**src/rtl/sdb_pkg.sv**
```systemverilog
// Package: shared constants and types for the status-change delta bank.
// Assumes: register addresses fit the bus address width chosen at the top.
package sdb_pkg;

    localparam int SDB_ADDR_ID    = 0;
    localparam int SDB_ADDR_VER   = 1;
    localparam int SDB_ADDR_DELTA = 2;

    typedef enum logic {
        CLR_ON_READ  = 1'b0,
        CLR_ON_WRITE = 1'b1
    } clr_mode_e;

endpackage

```
**src/rtl/sdb_edge_detect.sv**
```systemverilog
// Module: samples the status levels once and compares each sample with the
// previous one, giving a one-cycle change pulse for every level transition.
// Assumes: inputs are already synchronous to clk. During reset both stages
// load the live level, so whatever is held in reset is taken as the baseline.
module sdb_edge_detect #(
    parameter int NUM_BITS = 8
) (
    input  logic                clk,
    input  logic                rst_n,
    input  logic [NUM_BITS-1:0] stat_i,
    output logic [NUM_BITS-1:0] chg_o
);

    logic [NUM_BITS-1:0] samp_q;
    logic [NUM_BITS-1:0] prev_q;

    // Purpose: two-stage history of the status levels, seeded in reset.
    always_ff @(posedge clk) begin
        if (!rst_n) begin
            samp_q <= stat_i;
            prev_q <= stat_i;
        end else begin
            samp_q <= stat_i;
            prev_q <= samp_q;
        end
    end

    // Purpose: flag positions whose sampled level differs from the one before.
    always_comb begin
        chg_o = samp_q ^ prev_q;
    end

    AST_CHG_TRACKS_INPUT: assert property (@(posedge clk) disable iff (!rst_n) $past(rst_n) && (samp_q != stat_i) |=> (chg_o != '0));

endmodule

```
**src/rtl/sdb_delta_cell.sv**
```systemverilog
// Module: one sticky change flag with its clear policy. Setting has priority
// over clearing, so no change event is ever lost.
// Assumes: rd_hit_i and wr_hit_i are already decoded for the flag register.
// FORCE_COR=1 selects the variant that only a read can clear.
module sdb_delta_cell
    import sdb_pkg::*;
#(
    parameter bit FORCE_COR = 1'b0
) (
    input  logic      clk,
    input  logic      rst_n,
    input  logic      chg_i,
    input  clr_mode_e mode_i,
    input  logic      rd_hit_i,
    input  logic      wr_hit_i,
    input  logic      wbit_i,
    output logic      bit_o
);

    localparam bit WRITE_CLEARABLE = !FORCE_COR;

    logic clr_rd;
    logic clr_wr;
    logic bit_d;

    // Purpose: work out which clear sources apply to this flag.
    always_comb begin
        clr_rd = rd_hit_i && (FORCE_COR || (mode_i == CLR_ON_READ));
        clr_wr = WRITE_CLEARABLE && wr_hit_i && wbit_i && (mode_i == CLR_ON_WRITE);
        bit_d  = chg_i || (bit_o && !(clr_rd || clr_wr));
    end

    // Purpose: hold the sticky flag.
    always_ff @(posedge clk) begin
        if (!rst_n) begin
            bit_o <= 1'b0;
        end else begin
            bit_o <= bit_d;
        end
    end

    AST_SET_WINS:        assert property (@(posedge clk) disable iff (!rst_n) chg_i |=> bit_o);
    AST_NO_SPURIOUS_SET: assert property (@(posedge clk) disable iff (!rst_n) !chg_i && !bit_o |=> !bit_o);
    AST_READ_CLEARS:     assert property (@(posedge clk) disable iff (!rst_n) rd_hit_i && (FORCE_COR || mode_i == CLR_ON_READ) && !chg_i |=> !bit_o);
    AST_COW_READ_KEEPS:  assert property (@(posedge clk) disable iff (!rst_n) bit_o && !FORCE_COR && mode_i == CLR_ON_WRITE && !(wr_hit_i && wbit_i) |=> bit_o);

    generate
        if (FORCE_COR) begin : g_forced_chk
            AST_FORCED_IGNORES_WRITE: assert property (@(posedge clk) disable iff (!rst_n) bit_o && wr_hit_i && !rd_hit_i |=> bit_o);
        end else begin : g_mode_chk
            AST_COR_IGNORES_WRITE: assert property (@(posedge clk) disable iff (!rst_n) bit_o && wr_hit_i && !rd_hit_i && mode_i == CLR_ON_READ |=> bit_o);
        end
    endgenerate

endmodule

```
**src/rtl/sdb_read_mux.sv**
```systemverilog
// Module: selects the addressed register and registers it onto the read data
// bus at the edge where the read strobe is present.
// Assumes: one-cycle read strobes; unmapped addresses read as zero.
module sdb_read_mux
    import sdb_pkg::*;
#(
    parameter int          NUM_BITS  = 8,
    parameter int          DATA_W    = 16,
    parameter int          ADDR_W    = 4,
    parameter int          VER_W     = 3,
    parameter logic [7:0]  ID_VALUE  = 8'h01,
    parameter logic [VER_W-1:0] VER_VALUE = 3'd2
) (
    input  logic                clk,
    input  logic                rst_n,
    input  logic                rd_i,
    input  logic [ADDR_W-1:0]   addr_i,
    input  logic [NUM_BITS-1:0] delta_i,
    output logic [DATA_W-1:0]   rdata_o
);

    logic [DATA_W-1:0] sel_d;

    // Purpose: address decode of the three readable registers.
    always_comb begin
        sel_d = '0;
        if (addr_i == ADDR_W'(SDB_ADDR_ID)) begin
            sel_d[7:0] = ID_VALUE;
        end else if (addr_i == ADDR_W'(SDB_ADDR_VER)) begin
            sel_d[VER_W-1:0] = VER_VALUE;
        end else if (addr_i == ADDR_W'(SDB_ADDR_DELTA)) begin
            sel_d[NUM_BITS-1:0] = delta_i;
        end
    end

    // Purpose: capture read data only on a read strobe.
    always_ff @(posedge clk) begin
        if (!rst_n) begin
            rdata_o <= '0;
        end else if (rd_i) begin
            rdata_o <= sel_d;
        end
    end

    AST_RDATA_HOLDS:  assert property (@(posedge clk) disable iff (!rst_n) !rd_i |=> $stable(rdata_o));
    AST_ID_VALUE:     assert property (@(posedge clk) disable iff (!rst_n) rd_i && addr_i == ADDR_W'(SDB_ADDR_ID) |=> rdata_o == DATA_W'(ID_VALUE));
    AST_DELTA_RETURN: assert property (@(posedge clk) disable iff (!rst_n) rd_i && addr_i == ADDR_W'(SDB_ADDR_DELTA) |=> rdata_o == DATA_W'($past(delta_i)));

endmodule

```
**src/rtl/stat_delta_bank.sv**
```systemverilog
// Module: top of the status-change delta bank. Detects level changes on the
// status inputs, keeps one sticky flag per input, and serves the flag, ID
// and version registers on a simple synchronous register port.
// Assumes: single-cycle strobes, status inputs synchronous to clk, and
// clr_mode held steady while software is clearing flags.
module stat_delta_bank
    import sdb_pkg::*;
#(
    parameter int         NUM_BITS   = 8,
    parameter int         DATA_W     = 16,
    parameter int         ADDR_W     = 4,
    parameter int         VER_W      = 3,
    parameter int         FORCED_BIT = 4,
    parameter logic [7:0] ID_VALUE   = 8'h01,
    parameter logic [VER_W-1:0] VER_VALUE = 3'd2
) (
    input  logic                clk,
    input  logic                rst_n,
    input  logic [NUM_BITS-1:0] stat_in,
    input  logic                clr_mode,
    input  logic [ADDR_W-1:0]   bus_addr,
    input  logic                bus_rd,
    input  logic                bus_wr,
    input  logic [NUM_BITS-1:0] bus_wdata,
    output logic [DATA_W-1:0]   bus_rdata
);

    logic [NUM_BITS-1:0] chg;
    logic [NUM_BITS-1:0] delta;
    logic                rd_hit;
    logic                wr_hit;
    clr_mode_e           mode;

    // Purpose: decode strobes aimed at the flag register and type the mode.
    always_comb begin
        rd_hit = bus_rd && (bus_addr == ADDR_W'(SDB_ADDR_DELTA));
        wr_hit = bus_wr && (bus_addr == ADDR_W'(SDB_ADDR_DELTA));
        mode   = clr_mode_e'(clr_mode);
    end

    sdb_edge_detect #(
        .NUM_BITS (NUM_BITS)
    ) edge_i (
        .clk    (clk),
        .rst_n  (rst_n),
        .stat_i (stat_in),
        .chg_o  (chg)
    );

    generate
        for (genvar gi = 0; gi < NUM_BITS; gi++) begin : g_cell
            sdb_delta_cell #(
                .FORCE_COR (gi == FORCED_BIT)
            ) cell_i (
                .clk      (clk),
                .rst_n    (rst_n),
                .chg_i    (chg[gi]),
                .mode_i   (mode),
                .rd_hit_i (rd_hit),
                .wr_hit_i (wr_hit),
                .wbit_i   (bus_wdata[gi]),
                .bit_o    (delta[gi])
            );
        end
    endgenerate

    sdb_read_mux #(
        .NUM_BITS  (NUM_BITS),
        .DATA_W    (DATA_W),
        .ADDR_W    (ADDR_W),
        .VER_W     (VER_W),
        .ID_VALUE  (ID_VALUE),
        .VER_VALUE (VER_VALUE)
    ) mux_i (
        .clk     (clk),
        .rst_n   (rst_n),
        .rd_i    (bus_rd),
        .addr_i  (bus_addr),
        .delta_i (delta),
        .rdata_o (bus_rdata)
    );

    AST_RSVD_ZERO:     assert property (@(posedge clk) disable iff (!rst_n) $past(bus_rd) |-> bus_rdata[DATA_W-1:NUM_BITS] == '0);
    AST_CHANGE_SETS:   assert property (@(posedge clk) disable iff (!rst_n) chg != '0 |=> (delta & $past(chg)) == $past(chg));

endmodule

```
**config.mk**
```make
export PLATFORM = sky130hd
export DESIGN_NAME = stat_delta_bank
export DESIGN_NICKNAME = d
export VERILOG_FILES = /design/src/rtl/sdb_pkg.sv /design/src/rtl/sdb_edge_detect.sv /design/src/rtl/sdb_delta_cell.sv /design/src/rtl/sdb_read_mux.sv /design/src/rtl/stat_delta_bank.sv
export SDC_FILE = /design/constraint.sdc
export NUM_CORES = 1
export LEC_CHECK = 0
export ABC_AREA = 1
export BUFFER_PORTS_ARGS = -buffer_cell sky130_fd_sc_hd__buf_4
export CORE_MARGIN = 5
export CORE_UTILIZATION = 30
export DETAILED_ROUTE_END_ITERATION = 8
export SKIP_CTS_REPAIR_TIMING = 1
export SYNTH_ARGS = -nofsm -noshare
export SYNTH_HDL_FRONTEND = slang
export SYNTH_SLANG_ARGS = --single-unit
```
**constraint.sdc**
```tcl
create_clock -name clk -period 1.35 [get_ports clk]
set_clock_uncertainty 0.05 [all_clocks]
set_input_delay 0.135 -clock clk [delete_from_list [all_inputs] [get_ports clk]]
set_output_delay 0.135 -clock clk [all_outputs]
set_load 0.02 [all_outputs]
```
---- Word-level counts from Yosys, hierarchy flattened ----
Index checks and enable logic that the tools add are counted.
word-level totals
  input bits .............................. 25
  register bits after elaboration ......... 32
operators by class
  equality and inequality tests ........... 2
  bitwise operators ....................... 2
  reductions and logical operators ........ 49
  multiplexer cells ....................... 5
operator list
  kind                number
  $logic_and 1x1->1   25
  $mux 8              3
  $logic_or 1x1->1    15
  $logic_not 1->1     8
  $xor 8x8->8         1
  $mux 5              1
  $eq 4x1->1 const B  1
  $eq 4x2->1 const B  1
  $logic_not 4->1     1
  $mux 3              1
  $not 1->1           1

---- Depth between registers and ports, before layout ----
Gate-level depths: netlist of the first run.
  word-level depth ........................ 8
  gate-level depth with buffers ........... 6
  mapped depth without buffers ............ 6

---- Hierarchy ----
Synthesis of the first run repeated with hierarchy kept, for this count alone.
unflattened totals
  cell total of the unflattened synthesis .. 206
  area, all modules ....................... 1,478.9 um2
modules (own cells, without submodules)
  module                                  sequential area each (um2)  cells each  area an instance (um2)  times used
  sdb_edge_detect                         320.3                       82          575.6                   1
  sdb_delta_cell at g_cell[0].cell_i ...  20.0                        8           61.3                    7
  sdb_read_mux                            160.2                       54          400.4                   1
  sdb_delta_cell at g_cell[4].cell_i      20.0                        6           43.8                    1
  stat_delta_bank                         0.0                         8           30.0                    1

---- Least setup slack after synthesis of the first run ----
Ideal clock, no wire load.
  path type ............................... input -> register
  from .................................... input port bus_addr[1]
  to ...................................... register g_cell[0].cell_i.bit_o
  cell stages on the path ................. 5
  required time ........................... 1.180 ns
  arrival time ............................ 0.704 ns
  path slack .............................. 0.476 ns
  cell sequence ........................... inv_2 nor2_4 nand4_2 nand3_1 a21oi_1
between the ends
  word-level cells in the longest chain between the ends .. 8
  elaborated cells on any way between the ends .. 10
ends and longest elaborated chain
  item                             RTL line                                      RTL
  start: declaration               stat_delta_bank.sv:21                         input logic [ADDR_W-1:0] bus_addr,
  $eq 4x2->1 *                     stat_delta_bank.sv:36, stat_delta_bank.sv:37
  $logic_and 1x1->1                stat_delta_bank.sv:37                         wr_hit = bus_wr && (bus_addr == ADDR_W'(SDB_ADDR_DELTA));
  $logic_and 1x1->1 (2 in series)  sdb_delta_cell.sv:29                          clr_wr = WRITE_CLEARABLE && wr_hit_i && wbit_i && (mode_i == CLR_ON_WRITE);
  $logic_or 1x1->1 *               sdb_delta_cell.sv:30                          bit_d = chg_i || (bit_o && !(clr_rd || clr_wr));
  $logic_not 1->1 *                sdb_delta_cell.sv:30
  $logic_and 1x1->1 *              sdb_delta_cell.sv:30
  $logic_or 1x1->1 *               sdb_delta_cell.sv:30
  end signal: assignment           sdb_delta_cell.sv:38                          bit_o <= bit_d;
  end: declaration                 sdb_delta_cell.sv:17                          output logic bit_o
Mark *: on every way between the ends. The rest lies on a longest branch, timed or not.
A chain may end at the register's enable or synchronous reset.

---- Worst setup path after layout of the first run ----
  from .................................... register mux_i.rdata_o[0]
  to ...................................... output port bus_rdata[0]
RTL lines
  item                      RTL line               RTL
  start: declaration        sdb_read_mux.sv:19     output logic [DATA_W-1:0] rdata_o
  start signal: assignment  sdb_read_mux.sv:41     rdata_o <= sel_d;
  end: declaration          stat_delta_bank.sv:25  output logic [DATA_W-1:0] bus_rdata
No word-level cell between the ends.

==> results of run 1 <==
==> worst paths after layout <==
| check | from | endpoint | slack [ns] | depth (start not counted) |
|---|---|---|---|---|
| worst max-delay path | mux_i.rdata_o[0] | bus_rdata[0] | 0.39 | 1 |
| worst min-delay path | rst_n | edge_i.prev_q[4] | 0.08 | 3 |
| worst max register to register | mux_i.rdata_o[0] | mux_i.rdata_o[0] | 0.58 | 2 |
| worst min register to register | edge_i.samp_q[6] | edge_i.prev_q[6] | 0.41 | 2 |
==> through the flow <==
step	utilization, %	hold WS (ns)	cell area (um^2)
finish	42.0	0.0789	1680
CTS	40.0	-0.101	1600
global route	42.0	0.0725	1680
floorplan	-	0.113	1260
detailed placement	37.3	0.201	1490
global placement	37.3	0.199	1490
==> cells by family after synthesis <==
group,Yosys count,synth area share (%)
AND/OR/NAND/NOR,65,26.0
flip-flops,32,52.1
AO/OA/AOI/OAI,18,7.63
buffers and inverters,17,8.24
XOR/XNOR,8,5.70
other,1,0.305
==> metal layers <==
metal / part of all wire [%] / wire [um] / vias up / global-route usage, %
li1: - / - / 529 / -
met1: 41 / 1030 / 444 / 10.8
met2: 48 / 1190 / 29 / 15.0
met3: 8.4 / 209 / 9 / 4.19
met4: 2.4 / 59 / 0 / 6.04
met5: 0 / 0 / - / 0
==> layout by cell type, fill, tap and decap left out, types with 2 or more instances in the layout <==
cell,n
a21oi_1,15
buf_4,34
clkbuf_8,5
conb_1,8
dfxtp_1,32
dlygate4sd3_1,8
inv_1,3
inv_2,2
nand2_1,43
nand3_1,9
nand4_1,7
nor2_4,2
o21ai_0,2
xnor2_1,8
==> flip-flops by register name (all words and copies together) (netlist names) <==
| register | cells |
|---|---|
| edge_i.prev_q | 8 |
| edge_i.samp_q | 8 |
| g_cell.cell_i.bit_o | 8 |
| mux_i.rdata_o | 8 |
==> power by group <==
| group | internal (W) | switching, W | leakage, nW | total, W |
|---|---|---|---|---|
| registers | 0.00101 | 0.0000304 | 0.267 | 0.00104 |
| logic | 0.000122 | 0.000121 | 0.443 | 0.000243 |
| clock network | 0.000547 | 0.000335 | 0.0552 | 0.000882 |
| total | 0.00167 | 0.000487 | 0.765 | 0.00216 |
==> area by class of cell <==
type / instances / area (um^2) / share of cell area (%)
clock buffers: 6 / 72.6 / 4.32
repair buffers: 42 / 335 / 20.0
clock inverters: 2 / 35.0 / 2.09
flip-flops and latches: 32 / 641 / 38.2
well taps: 50 / 62.6 / 3.73
multi-input cells: 99 / 514 / 30.6
inverters: 5 / 18.8 / 1.12
==> metrics.yaml, run 1 <==
drt:
  ant_nets: 0
  drt-total-wl_um: 2490
  viasPerCell: 4.28
  drcViolationCount: 0
  num_vias: 1011
  wire_per_inst_um: 10.6
  firstDrtPassIters: 4
  drt-initial-drc-count: 26
worst_setup_path:
  start_kind: "flop"
  path_delay_family: "flip-flops"
  crit_buf_inv: 1
  cp.required_ns: 1.16
  slowest_delay_ns: 0.34
  end_kind: "output pin"
  crit_chain: "buf_4"
  critPathKind: "reg2out"
  arrival_ns: 0.77
  slowest_stage: "dfxtp_1"
  worstPathMaxFanout: 2
die:
  floorplan.initialDensity_pct: 30.7
  pin_count: 41
  dieWidth_um: 74.0
  rows: 23
  dieHeight_um: 74.0
  die-area_um2: 5480
  core_um2: 4000
global_route:
  grt_usage_pct: 9.62
  grt_overflow: 0
  grt_start_max_net_pins: 12
  antenna_found_initial: 0
  grt_pass1_wl_um: 3920
  grt_pass1_vias: 881
synthesis:
  synth_most_common_cell: "nand2_1"
  yosysTopAreaCell: "dfxtp_1"
  synthTopCellsByCount: "43 x nand2_1, 32 x dfxtp_1, 15 x a21oi_1, 9 x buf_4, 9 x nand3_1"
  yosysSeqAreaShare_pct: 52.1
  async_flop_share_pct: 0
  syn_area_um2: 1230
  synth_warnings: 0
  synth_edf_count: 0
  postSynthAreaPerCell_um2: 8.72
  ys_types: 18
  syn_inst: 141
  synth_ff_type: "dfxtp_1"
  netlist.area_leader.share_pct: 52.1
  ys_ff_latch: 32
  synth_area_leaders: "dfxtp_1 52%, nand2_1 13%, a21oi_1 6.1%"
finish:
  fin_cells: 236
  drive_gt1_share_pct: 26.3
  nets: 210
  syn2layout_area_growth_pct: 36.5
  antennaDiodeCount: 0
  n_fill_cell: 419
sta:
  hold_viol: 0
  setup_viol: 0
  fin_ws_ns: 0.395
  drv_slew: 0
  min_period_ns: 0.955
  rsz0062_at_grt: "false"
  fmax_mhz: 1050
  setup_tns_ns: 0
  period_share_pct: 70.8
status:
  status: "completed"
placement:
  post-place-cells: 220
  io_buffers: 31
  routabilityCongestion: 0.737
  dp_slack_ns: 0.185
  dp_hpwl_um: 1900
power:
  p_leak_nw: 0.765
  power_w: 0.00216
  power_density_nw_per_um2: 1290
  ir_drop_uv: 706
clock_tree:
  clockBufferDepth: 2
  cts_tree: "yes"
  numCtsBuffers: 5
  clock-sinks: 32
  clk_latency_ns: 0.29
  cts_root_buffer: "clkbuf_8"
  cts_max_level: 2
  path_clk_slew_ns: 0.07
flow_run:
  cap_violations: 0
worst_hold_path:
  hold_class: "in2reg"
Power figures use the tool's default switching activity.
==> run 2: changes to the inputs <==
==> constraint.sdc (replaced) <==
create_clock -name clk -period 0.8 [get_ports clk]
set_clock_uncertainty 0.05 [all_clocks]
set_input_delay 0.08 -clock clk [delete_from_list [all_inputs] [get_ports clk]]
set_output_delay 0.08 -clock clk [all_outputs]
set_load 0.02 [all_outputs]
==> metrics.yaml, run 2 (same netlist as run 1, synthesis figures left out) <==
placement:
  post-place-cells: 222  # +0.91%
  io_buffers: 31  # unchanged
  dp_hpwl_um: 1900  # +0.25%
  routabilityCongestion: 0.766  # +4.0%
clock_tree:
  path_clk_slew_ns: 0.07  # about the same
  cts_tree: "yes"
  cts_root_buffer: "clkbuf_8"
  cts_max_level: 2  # unchanged
  clockBufferDepth: 2  # unchanged
  numCtsBuffers: 5  # unchanged
  clock-sinks: 32  # unchanged
  clk_latency_ns: 0.28  # about the same
global_route:
  grt_pass1_vias: 890  # +1.0%
  grt_start_max_net_pins: 19  # +7
  antenna_found_initial: 0  # unchanged
  grt_pass1_wl_um: 3860  # -1.4%
  grt_overflow: 0  # unchanged
  grt_usage_pct: 9.46  # -0.16 points
worst_setup_path:
  cp.required_ns: 0.67  # -0.49 ns
  path_delay_family: "flip-flops"
  start_kind: "flop"
  crit_buf_inv: 1  # unchanged
  critPathKind: "reg2out"
  cp.depth: 1  # unchanged
  slowest_stage: "dfxtp_2"
  end_kind: "output pin"
  slowest_delay_ns: 0.34  # about the same
  arrival_ns: 0.73  # -0.04 ns
  reg2regPathDepth: 2  # unchanged
  worstPathMaxFanout: 2  # unchanged
  crit_chain: "buf_6"
drt:
  ant_nets: 0  # unchanged
  wire_per_inst_um: 10.3  # -2.6%
  drt-initial-drc-count: 44  # +69%
  viasPerCell: 4.16  # -2.8%
  drcViolationCount: 0  # unchanged
  firstDrtPassIters: 5  # +1
  drt-total-wl_um: 2470  # -0.92%
  num_vias: 999  # -1.2%
finish:
  fin_cells: 240  # +1.7%
  syn2layout_area_growth_pct: 43.8
  nets: 214  # +1.9%
  fin_util_pct: 44.2  # +2.3 points
  mostFrequentLayoutCell: "nand2_1"
  antennaDiodeCount: 0  # unchanged
  drive_gt1_share_pct: 34.2  # +7.9 points
  n_fill_cell: 409  # -2.4%
  final_cell_mix: "43 x nand2_1, 28 x buf_4, 23 x dfxtp_1"
die:
  floorplan.initialDensity_pct: 30.7  # unchanged
  dieHeight_um: 74.0  # unchanged
  die-area_um2: 5480  # unchanged
  core_um2: 4000  # unchanged
  dieWidth_um: 74.0  # unchanged
  rows: 23  # unchanged
  pin_count: 41  # unchanged
status:
  violations: "negative setup slack"
  status: "finished with violations"
flow_run:
  cap_violations: 0  # unchanged
sta:
  period_share_pct: 108
  setup_viol: 8  # +8
  min_period_ns: 0.861
  setup_tns_ns: -0.450  # -0.450 ns
  hold_viol: 0  # unchanged
  fin_ws_ns: -0.0612  # -0.456 ns
  drv_slew: 0  # unchanged
  fmax_mhz: 1160
  rsz0062_at_grt: "true"
power:
  power_density_nw_per_um2: 1940  # +51%
  ir_drop_uv: 1410  # +100%
  p_leak_nw: 0.789  # +3.1%
worst_hold_path:
  worst_hold_path.num_cells: 3  # unchanged
  hold_class: "in2reg"
-- run 2: path summary, 6_finish.rpt --
kind                          startpoint                endpoint  slack, ns
hold / removal                    bus_rd        mux_i.rdata_o[1]       0.04
setup reg to reg        edge_i.samp_q[3]  g_cell[3].cell_i.bit_o       0.05
setup / recovery        mux_i.rdata_o[6]            bus_rdata[6]      -0.06
hold reg to reg   g_cell[4].cell_i.bit_o        mux_i.rdata_o[4]       0.40
-- run 2: final cells by class --
| class | count | area [um^2] | area share, % |
|---|---|---|---|
| repair buffers | 46 | 420 | 23.8 |
| clock inverters | 3 | 23.8 | 1.34 |
| well taps | 50 | 62.6 | 3.54 |
| flip-flops and latches | 32 | 652 | 36.8 |
| clock buffers | 5 | 68.8 | 3.89 |
| multi-input cells | 99 | 523 | 29.6 |
| inverters | 5 | 18.8 | 1.06 |
-- run 2: per-stage QoR --
stage	instance area, um^2	hold WS (ns)	total power (W)	setup WS (ns)
floorplan	1260	0.0577	0.00204	-0.0190
global placement	1530	0.144	0.00219	-0.217
detailed placement	1530	0.146	0.00219	-0.224
CTS	1620	-0.155	0.00344	-0.101
global route	1770	0.0419	0.00362	-0.0949
finish	1770	0.0399	0.00344	-0.0612
-- run 2: report_power, final --
part           switching, W  internal, W
Combinational      0.000212     0.000235
Sequential        0.0000546      0.00170
Clock              0.000622     0.000615
Total              0.000888      0.00255
-- run 2: per-layer routing --
metal  vias to the layer above  share of wire (%)  track usage [%]
met4                         0               0.49             3.62
met5                         -                  0                0
li1                        537                  -                -
met3                         2                6.7             4.46
met1                       433                 43             10.4
met2                        27                 50             15.8
-- run 2: tightest hold or removal path, cell delays in order --
cell     delay, ns
buf_4         0.13
nand2_1       0.08
a21oi_2       0.04
